==> src/rtl/irq_chain_pkg.sv <==
package irq_chain_pkg;
  localparam int unsigned DEF_VEC_W = 8;

  function automatic int unsigned vec_calc(input int unsigned base,
                                           input int unsigned stride,
                                           input int unsigned idx);
    return base + idx * stride;
  endfunction
endpackage

==> src/rtl/irq_edge_pend.sv <==
module irq_edge_pend (
  input  logic clk_i,
  input  logic rst_ni,
  input  logic irq_i,
  input  logic clr_i,
  output logic pend_o
);
  logic irq_q, rise, pend_q;

  assign rise = irq_i & ~irq_q;

  always_ff @(posedge clk_i or negedge rst_ni) begin
    if (!rst_ni) begin
      irq_q  <= 1'b0;
      pend_q <= 1'b0;
    end else begin
      irq_q <= irq_i;
      // a fresh edge wins over a clear in the same cycle
      if (rise)       pend_q <= 1'b1;
      else if (clr_i) pend_q <= 1'b0;
    end
  end

  assign pend_o = pend_q;
endmodule

==> src/rtl/irq_chain_cell.sv <==
module irq_chain_cell #(
  parameter int unsigned          VEC_W = 8,
  parameter logic [VEC_W-1:0]     VEC   = '0
) (
  input  logic             pri_i,
  input  logic             pend_i,
  input  logic             ack_i,
  output logic             pri_o,
  output logic             req_o,
  output logic             clr_o,
  output logic [VEC_W-1:0] vec_o
);
  logic hold;

  assign hold  = pri_i & pend_i;
  assign pri_o = pri_i & ~pend_i;
  assign req_o = hold;
  assign clr_o = hold & ack_i;
  assign vec_o = clr_o ? VEC : '0;
endmodule

==> src/rtl/irq_chain_board.sv <==
module irq_chain_board
  import irq_chain_pkg::*;
#(
  parameter int unsigned N_SRC      = 8,
  parameter int unsigned VEC_W      = DEF_VEC_W,
  parameter int unsigned VEC_BASE   = 'h40,
  parameter int unsigned VEC_STRIDE = 4
) (
  input  logic             clk_i,
  input  logic             rst_ni,
  input  logic [N_SRC-1:0] irq_i,
  input  logic             pri_i,
  input  logic             ack_i,
  output logic             pri_o,
  output logic             req_o,
  output logic [VEC_W-1:0] vec_o,
  output logic             vec_oe_o
);
  logic [N_SRC:0]   chain;
  logic [N_SRC-1:0] pend, req_v, clr_v;
  logic [VEC_W-1:0] cell_vec [N_SRC];

  assign chain[0] = pri_i;

  for (genvar i = 0; i < N_SRC; i++) begin : g_cell
    localparam logic [VEC_W-1:0] CELL_VEC =
      VEC_W'(vec_calc(VEC_BASE, VEC_STRIDE, i));

    irq_edge_pend u_pend (
      .clk_i  (clk_i),
      .rst_ni (rst_ni),
      .irq_i  (irq_i[i]),
      .clr_i  (clr_v[i]),
      .pend_o (pend[i])
    );

    irq_chain_cell #(.VEC_W(VEC_W), .VEC(CELL_VEC)) u_cell (
      .pri_i  (chain[i]),
      .pend_i (pend[i]),
      .ack_i  (ack_i),
      .pri_o  (chain[i+1]),
      .req_o  (req_v[i]),
      .clr_o  (clr_v[i]),
      .vec_o  (cell_vec[i])
    );
  end

  // wired-OR of the cell drivers; at most one is enabled
  always_comb begin
    vec_o = '0;
    for (int i = 0; i < N_SRC; i++) vec_o |= cell_vec[i];
  end

  assign pri_o    = chain[N_SRC];
  assign req_o    = |req_v;
  assign vec_oe_o = |clr_v;
endmodule

==> config.mk <==
export PLATFORM = sky130hd
export DESIGN_NAME = irq_chain_board
export DESIGN_NICKNAME = d
export VERILOG_FILES = /design/src/rtl/irq_chain_pkg.sv /design/src/rtl/irq_edge_pend.sv /design/src/rtl/irq_chain_cell.sv /design/src/rtl/irq_chain_board.sv
export SDC_FILE = /design/constraint.sdc
export NUM_CORES = 1
export LEC_CHECK = 0
export ABC_CLOCK_PERIOD_IN_PS = 3200
export BUFFER_PORTS_ARGS = -buffer_cell sky130_fd_sc_hd__clkbuf_2
export CAP_MARGIN = 25
export CORE_ASPECT_RATIO = 0.7
export CORE_UTILIZATION = 56
export CTS_CLUSTER_DIAMETER = 200
export DETAILED_ROUTE_END_ITERATION = 16
export GPL_ROUTABILITY_DRIVEN = 0
export HOLD_SLACK_MARGIN = 0.12
export MAX_ROUTING_LAYER = met4
export PLACE_DENSITY = 0.8
export SLEW_MARGIN = 20
export SYNTH_ARGS = -nofsm -noshare
export SYNTH_HDL_FRONTEND = slang
export SYNTH_HIERARCHICAL = 1
export SYNTH_SLANG_ARGS = --single-unit
==> constraint.sdc <==
create_clock -name clk_i -period 3.2 [get_ports clk_i]
set_clock_uncertainty 0.1 [all_clocks]
set_input_delay 0.16 -clock clk_i [delete_from_list [all_inputs] [get_ports clk_i]]
set_output_delay 0.16 -clock clk_i [all_outputs]
set_load 0.005 [all_outputs]
* Yosys cells after proc, flatten, opt, wreduce, memory -nomap -nowiden
Cells that the tools add are included.
** Storage, ports and cells
- Bits in registers :: 16
- Input port bits :: 12
- Output and inout bits :: 11
- Logic and storage cells :: 105
** Cells by class
- Multiplexer cells :: 24
- Bitwise operators :: 55
- Reductions and logical operators :: 10
** Operators by type and width (count)
- 7-bit 2-to-1 mux :: 8
- 8-bit OR :: 7
- 1-bit AND :: 32
- 1-bit 2-to-1 mux :: 16
- 1-bit NOT :: 16
- 2-bit nonzero test :: 8
- 8-bit OR reduction :: 2

* Depth between registers and ports, before layout
Gate-level depths: netlist (run 1).
- Depth in word-level cells :: 12
- Depth in mapped cells :: 11
- Mapped depth without buffers :: 10

* Cells and area by module
Netlist (run 1), hierarchy kept.
** By module, submodules not included
- irq_chain_cell :: times used 8, cells an instance 12, area each 87.6 µm², seq. area each 0.0 µm²
- irq_edge_pend :: times used 8, cells an instance 5, area each 70.1 µm², seq. area each 50.0 µm²
- irq_chain_board :: times used 1, cells an instance 30, area each 162.7 µm², seq. area each 0.0 µm²

* Worst setup path before layout (run 1)
Ideal clock, no wire load.
- Path kind :: reg2out
- From :: register g_cell[0].u_pend.pend_q
- To :: output port vec_o[6]
- Arrival time :: 2.318 ns
- Required time :: 2.940 ns
- Slack :: 0.622 ns
- Stages on the path, launching flop included :: 12
- Path buffers :: 1
- Path through :: dfrtp_1 > and2b_2 > and2b_2 > and2b_2 > and2b_2 > and2b_2 > and2b_2 > and2b_2 > and3_2 > buf_4 > nor4_1 > nand2_1
** RTL lines
- start, declared :: RTL line irq_edge_pend.sv:8 : logic irq_q, rise, pend_q;
- start signal, assigned :: RTL line irq_edge_pend.sv:15 : pend_q <= 1'b0;
- start signal, assigned :: RTL line irq_edge_pend.sv:19 : if (rise) pend_q <= 1'b1;
- start signal, assigned :: RTL line irq_edge_pend.sv:20 : else if (clr_i) pend_q <= 1'b0;
- end, declared :: RTL line irq_chain_board.sv:16 : output logic [VEC_W-1:0] vec_o,

* Final worst setup path (run 1)
- From :: register g_cell[0].u_pend.pend_q
- To :: output port vec_o[6]
** Between the ends
- Cells in the longest elaborated chain, start to end :: 12
- Elaborated cells between the ends (all ways) :: 39
- Those cells by class :: 8 x mux; 31 x bitwise
** RTL lines
- 1-bit NOT :: RTL line irq_chain_cell.sv:16 : assign pri_o = pri_i & ~pend_i;
- 1-bit AND :: RTL line irq_chain_cell.sv:16
- net chain[1] :: RTL line irq_chain_board.sv:19 : logic [N_SRC:0] chain;
- 1-bit AND :: RTL line irq_chain_cell.sv:16
- net chain[2] :: RTL line irq_chain_board.sv:19
- 1-bit AND :: RTL line irq_chain_cell.sv:16
- net chain[3] :: RTL line irq_chain_board.sv:19
- 1-bit AND :: RTL line irq_chain_cell.sv:16
- net chain[4] :: RTL line irq_chain_board.sv:19
- [... 1 more ...]
- net chain[5] :: RTL line irq_chain_board.sv:19
- [... 1 more ...]
- net chain[6] :: RTL line irq_chain_board.sv:19
- 1-bit AND :: RTL line irq_chain_cell.sv:16
- net chain[7] :: RTL line irq_chain_board.sv:19
- 1-bit AND :: RTL line irq_chain_cell.sv:15 : assign hold = pri_i & pend_i;
- 1-bit AND :: RTL line irq_chain_cell.sv:18 : assign clr_o = hold & ack_i;
- net clr_v[7] :: RTL line irq_chain_board.sv:20 : logic [N_SRC-1:0] pend, req_v, clr_v;
- 7-bit 2-to-1 mux :: RTL line irq_chain_cell.sv:19 : assign vec_o = clr_o ? VEC : '0;
- 8-bit OR :: RTL line irq_chain_board.sv:51 : for (int i = 0; i < N_SRC; i++) vec_o |= cell_vec[i];
The timed path passes the listed nets, and every way through them passes these cells.

==> results of run 1 <==
[worst max-delay path by stage]
stage / to / slack [ns]
floorplan: vec_o[6] / 0.62
global placement: vec_oe_o / 0.56
detailed placement: vec_o[6] / 0.49
CTS: vec_o[6] / 0.14
global route: vec_o[6] / 0.03
finish: vec_o[6] / 0.16
[power by group]
part | switching [mW] | total, mW | leakage [nW] | internal [mW]
clock network | 0.0645 | 0.134 | 0.0210 | 0.0693
logic | 0.0354 | 0.0715 | 0.628 | 0.0361
registers | 0.00623 | 0.218 | 0.167 | 0.212
[flip-flops by register name (all words and copies together), names as in the netlist]
signal                count
g_cell.u_pend/irq_q       8
g_cell.u_pend/pend_o      8
[placed cells by master (no fill, tap or decap), types with 3 or more instances in the layout]
cell and instances:
conb_1 44, dlygate4sd3_1 9, inv_1 16, nor4_1 18
and3_2 8, nand2_1 10, dfrtp_1 16, and2b_2 8
clkbuf_4 3, clkbuf_2 18, o22ai_2 8, and2_2 8
[routing by layer]
layer / share of wire [%] / up-vias / GRT usage, %
met3: 4.7 / 2 / 6.19
met4: 0.65 / 0 / 6.98
met2: 48 / 21 / 27.9
met5: 0 / - / -
met1: 46 / 377 / 19.1
li1: - / 448 / -
[critical path, stage by stage (launching register included)]
cell      delay, ns
dfrtp_1        0.37
and2b_2        0.23
and2b_2        0.20
and2b_2        0.20
and2b_2        0.21
and2b_2        0.20
and2b_2        0.20
and2b_2        0.20
and3_2         0.22
nor4_1         0.23
nand2_1        0.10
clkbuf_2       0.12
[what timing repair did]
action                                  4_1_cts  5_1_grt
hold buffers                                  9        0
buffers inserted                              0        1
endpoints found under the hold margin        32        0
endpoints found under the setup margin        0        3
resized for setup                             0        2
[synthesized netlist by cell type]
cell and number:
and2b_2 8, inv_1 16, and3_2 8, buf_4 64, o22ai_2 8, nor4_1 20
and2_2 8, conb_1 8, nand2_1 10, dfrtp_1 16
[area by class of cell]
type / instances / area (um2)
fill: 199 / 922
timing repair buffer: 28 / 188
sequential: 16 / 400
tap: 32 / 40.0
inverter: 16 / 60.1
multi-input combinational: 106 / 631
clock buffer: 4 / 36.3
[through the flow]
stage	power, mW	utilization (%)	setup slack (ns)	hold slack (ns)
global placement	0.278	53.1	0.562	-0.00516
global route	0.453	59.5	0.0284	0.162
CTS	0.426	58.6	0.144	0.145
finish	0.424	59.5	0.163	0.160
floorplan	0.299	-	0.622	-0.236
detailed placement	0.281	53.1	0.494	0.00223
[cells by family after synthesis]
family | count (synthesis)
AND/OR/NAND/NOR | 54
other | 8
AO/OA/AOI/OAI | 8
buffers and inverters | 80
flip-flops | 16
==> impl_metrics.yaml, run 1 <==
synth:
  synth_fa_ha_area_share_pct: 0
  synthXorXnorAreaFrac_pct: 0
  synth.avg_cell_area_um2: 8.58
  yosys.area_share.simple_pct: 24.8
  synth_top_family_by_area: "buffers and inverters"
  yosys.area.top_type: "buf_4"
  synth_top_area_share_pct: 33.7
  synth.area.top_cells: "buf_4 (34%), dfrtp_1 (28%), nor4_1 (8.8%), o22ai_2 (7.0%), and2b_2 (4.9%)"
  synth_mux_area_share_pct: 0
  ys_warn_count: 6
  synth_cell_types: 10
  synth_compound_area_share_pct: 7.03
  seq_area_frac_synth_pct: 28.1
  syn_area_um2: 1420
  ys_ff_latch: 16
  syn-instance-count: 166
worst_setup_path:
  r2r_slack_ns: 0.91
  critPathKind: "reg -> out"
  endpoint_kind: "output pin"
  critPathMaxFanout: 6
  crit_start: "g_cell[0].u_pend/pend_o$_DFFE_PN0P_"
  arrival_ns: 2.78
  reg2regPathDepth: 9
  rr_startpoint: "g_cell[0].u_pend/pend_o$_DFFE_PN0P_"
  regToRegEndpoint: "g_cell[7].u_pend/pend_o$_DFFE_PN0P_"
  startpoint_type: "register"
  cp.required_ns: 2.94
floorplanning:
  core.rowCount: 14
  die_w_um: 62.3
  core_um2: 2280
  start_util_pct: 62.5
  die_h_um: 44.2
  dieArea_um2: 2750
  io_pins: 23
clocking:
  cts_tree: "done"
  clk_path_buf_depth: 2
  path_clk_slew_ns: 0.10
  cts_root_buf: "clkbuf_4"
  cts_sinks: 16
  clock_latency_ns: 0.29
  cts_made_buffers: 3
  cts_max_level: 1
worst_hold_path:
  hold_class: "in -> reg"
  min_to: "g_cell[0].u_pend/pend_o$_DFFE_PN0P_"
  min_from: "pri_i"
  min_path_cells: 3
routing:
  dr.pass1.iters: 4
  totalWireLength_mm: 2.02
  final_antenna_net_count: 0
  drc_errors: 0
  vias: 848
  drtIter0Drc: 13
  viasPerCell: 4.20
  wire_per_inst_um: 9.98
sta:
  clock.fmax_mhz: 329
  fin_crit_ns: 3.04
  hold_viol: 0
  fin_crit_sh_pct: 94.9
  setup_tns_ns: 0
  slew_viol_final: 0
  finalSetupViolations: 0
  rsz0062_at_grt: "false"
grt:
  grt_usage_pct: 16.9
  antenna_found_initial: 0
  grt_max_degree: 17
  grt_pass1_vias: 743
  grt_pass1_wl_mm: 3.30
  grt.overflow.total: 0
finish:
  synthToLayoutAreaGrowth_pct: -4.83
  final_layout_size_suffix_gt1_share_pct: 33.5
  diodes: 0
  fin_nets: 183
  final_cell_count_no_fill: 202
  postLayoutCellArea_um2: 1360
pwr:
  p_leak_nw: 0.815
  max-vdd-ir-drop_mv: 0.259
  power_density_nw_per_um2: 313
placement:
  dpl.hpwl_mm: 1.57
  dp.cells: 188
  io_buffers: 18
  placed_cell_area_um2: 1210
status:
  status: "finished, final reports clean"
run:
  max_cap_violations: 0
Power figures use the tool's default switching activity.
==> run 2: changes to the inputs <==
- ABC_AREA: not set -> 1
- CORE_UTILIZATION: 56 -> 25
- PLACE_DENSITY: 0.8 -> 0.42
==> run 2 against run 1 <==
Register-to-register slack better by 0.06 ns. Global-route usage is 9.6 points lower. Total power is 7.1% higher. Sequential cell count stayed put. Critical path depth is 9 higher. Worst hold slack better by 0.059 ns. Design area is 34% higher. Synthesized cell count is 96% higher. Die area grew to 2.8 times the previous value. Area after synthesis is 28% higher. Non-clock buffer count is 1 lower. Sequential power hardly changed. Largest power group unchanged.
==> impl_metrics.yaml, run 2 <==
finish:
  ff_latch_area_um2: 400
  synthToLayoutAreaGrowth_pct: -0.343
  final_layout_size_suffix_gt1_share_pct: 8.84
  postLayoutCellArea_um2: 1820
  final_cell_mix: "inv_1 (120), nand2_1 (82), conb_1 (44)"
  final_common_cell: "inv_1"
  fin_nets: 342
  final_cell_count_no_fill: 422
  diodes: 0
  multi_input_area_um2: 628
  fill_cells: 813
clocking:
  cts_resized: 0
  cts_tree: "done"
  cts_sinks: 16
  path_clk_slew_ns: 0.06
  cts_root_buf: "clkbuf_8"
  cts_max_level: 1
  cts_made_buffers: 3
  clk_path_buf_depth: 2
  clock_latency_ns: 0.24
synth:
  synth.avg_cell_area_um2: 5.60
  async_flop_share_pct: 100
  yosys.area.top_type: "buf_4"
  ys_warn_count: 6
  ys_top_cells_by_count: "inv_1 (120), nand2_1 (82), buf_4 (64)"
  synth_top_area_share_pct: 26.3
  syn_area_um2: 1820
  ys.flop_type: "dfrtp_1"
  synth.most_common_cell: "inv_1"
  synth_cell_types: 7
  synth.area.top_cells: "buf_4 (26%), inv_1 (25%), dfrtp_1 (22%), nand2_1 (17%), nor2_1 (5.8%)"
  seq_area_frac_synth_pct: 21.9
  syn-instance-count: 326
  ys_ff_latch: 16
  synth_enable_flop_cells: 0
placement:
  dp.cells: 410
  io_buffers: 18
  pre_cts_ws_ns: 0.723
  dpl.hpwl_mm: 1.95
  placed_cell_area_um2: 1690
worst_setup_path:
  arrival_ns: 2.43
  r2r_slack_ns: 0.97
  endpoint_kind: "output pin"
  critPathMaxFanout: 6
  cp.required_ns: 2.94
  rr_startpoint: "g_cell[0].u_pend/pend_o$_DFFE_PN0P_"
  critPathKind: "reg -> out"
  regToRegEndpoint: "g_cell[7].u_pend/pend_o$_DFFE_PN0P_"
  reg2regPathDepth: 18
  startpoint_type: "register"
pwr:
  p_clk_share_pct: 32.6
  internal_power_mw: 0.334
  switchingPower_mw: 0.120
  power_frac_comb_pct: 19.6
  p_leak_nw: 1.12
  power_switching_share_pct: 26.3
  max-vdd-ir-drop_mv: 0.156
  power_density_nw_per_um2: 250
  share_seq_of_total_power_pct: 47.8
grt:
  grt_pass1_wl_mm: 4.36
  grt_max_degree: 17
  antenna_found_initial: 0
  grt_usage_pct: 7.35
  grt.overflow.total: 0
  grt_pass1_vias: 1108
sta:
  setup_tns_ns: 0
  fin_hold_ws_ns: 0.219
  fin_crit_sh_pct: 84.2
  slew_viol_final: 0
  finalSetupViolations: 0
  timing.final.ws_setup_ns: 0.506
  clock.fmax_mhz: 371
  hold_viol: 0
  rsz0062_at_grt: "false"
  fin_crit_ns: 2.69
routing:
  drc_errors: 0
  wire_per_inst_um: 5.30
  drtIter0Drc: 35
  dr.pass1.iters: 2
  final_antenna_net_count: 0
  totalWireLength_mm: 2.24
  vias: 1202
  viasPerCell: 2.85
worst_hold_path:
  hold_class: "in -> reg"
  min_from: "pri_i"
  min_path_cells: 6
  min_to: "g_cell[0].u_pend/pend_o$_DFFE_PN0P_"
floorplanning:
  core.rowCount: 25
  die_w_um: 104
  dieArea_um2: 7650
  start_util_pct: 26.4
  core_um2: 6910
  io_pins: 23
  die_h_um: 73.5
run:
  max_cap_violations: 0
status:
  status: "finished, final reports clean"
run 2: cell count changes after synthesis:
cell | before | now
and2b_2 | 8 | 0
nor4_1 | 20 | 0
and3_2 | 8 | 0
o22ai_2 | 8 | 0
nor2_1 | 0 | 28
nor2_2 | 0 | 8
inv_1 | 16 | 120
nand2_1 | 10 | 82
and2_2 | 8 | 0
run 2: power groups by stage:
stage / registers (mW) / logic, mW / clock network, mW
after floorplan: 0.220 / 0.0975 / 0
after global placement: 0.220 / 0.0800 / 0
after detailed placement: 0.221 / 0.0808 / 0
after CTS: 0.217 / 0.0896 / 0.156
after global routing: 0.218 / 0.109 / 0.169
final: 0.217 / 0.0890 / 0.148
run 2: worst max-delay path by stage:
stage,startpoint,cells past startpoint,to,slack (ns)
2_1_floorplan,g_cell[0].u_pend/pend_o$_DFFE_PN0P_,20,vec_o[2],1.01
3_3_place_gp,g_cell[0].u_pend/pend_o$_DFFE_PN0P_,20,vec_o[2],0.78
3_5_place_dp,g_cell[0].u_pend/pend_o$_DFFE_PN0P_,20,vec_o[4],0.72
4_1_cts,g_cell[0].u_pend/pend_o$_DFFE_PN0P_,20,vec_o[4],0.45
5_1_grt,g_cell[0].u_pend/pend_o$_DFFE_PN0P_,20,vec_o[3],0.05
6_report,g_cell[0].u_pend/pend_o$_DFFE_PN0P_,20,vec_o[4],0.51
run 2: repair_timing:
action,4_1_cts,5_1_grt
hold endpoints to repair,32,0
hold buffers,9,0
buffers inserted,0,0
run 2: per-layer routing:
layer  GRT usage, %  wire [um]  up-vias
met3           2.66        106        0
met5              -          0        -
met4          0.952          0        0
met2           12.4        873       16
li1               -          -      747
met1           8.71       1260      439
run 2: final cells by class:
type	instances	area share [%]
multi-input cells	162	34.5
inverters	120	24.8
repair buffers	27	9.91
well taps	94	6.47
clock buffers	3	2.27
flip-flops and latches	16	22.0
run 2: cell families after synthesis:
group | count (synthesis) | share of synthesized area, %
buffers and inverters | 184 | 51.0
DFF | 16 | 21.9
other | 8 | 1.65
and+or+nand+nor | 118 | 25.4
run 2: per-stage QoR:
stage	util [%]	total power, mW
5_1_grt	26.3	0.496
4_1_cts	26.3	0.463
6_report	26.3	0.454
3_5_place_dp	24.4	0.301
3_3_place_gp	24.4	0.300
2_1_floorplan	-	0.317
run 2: critical path, stage by stage, from the launching register on:
cell	delay, ns
dfrtp_1	0.38
nor2_1	0.15
inv_1	0.05
nor2_1	0.12
inv_1	0.05
nor2_1	0.11
inv_1	0.05
nor2_1	0.13
inv_1	0.05
nor2_1	0.12
inv_1	0.05
nor2_1	0.11
inv_1	0.05
nor2_1	0.12
nand2_1	0.09
nor2_2	0.21
inv_1	0.06
nand2_1	0.06
nor2_1	0.05
nand2_1	0.06
clkbuf_2	0.10
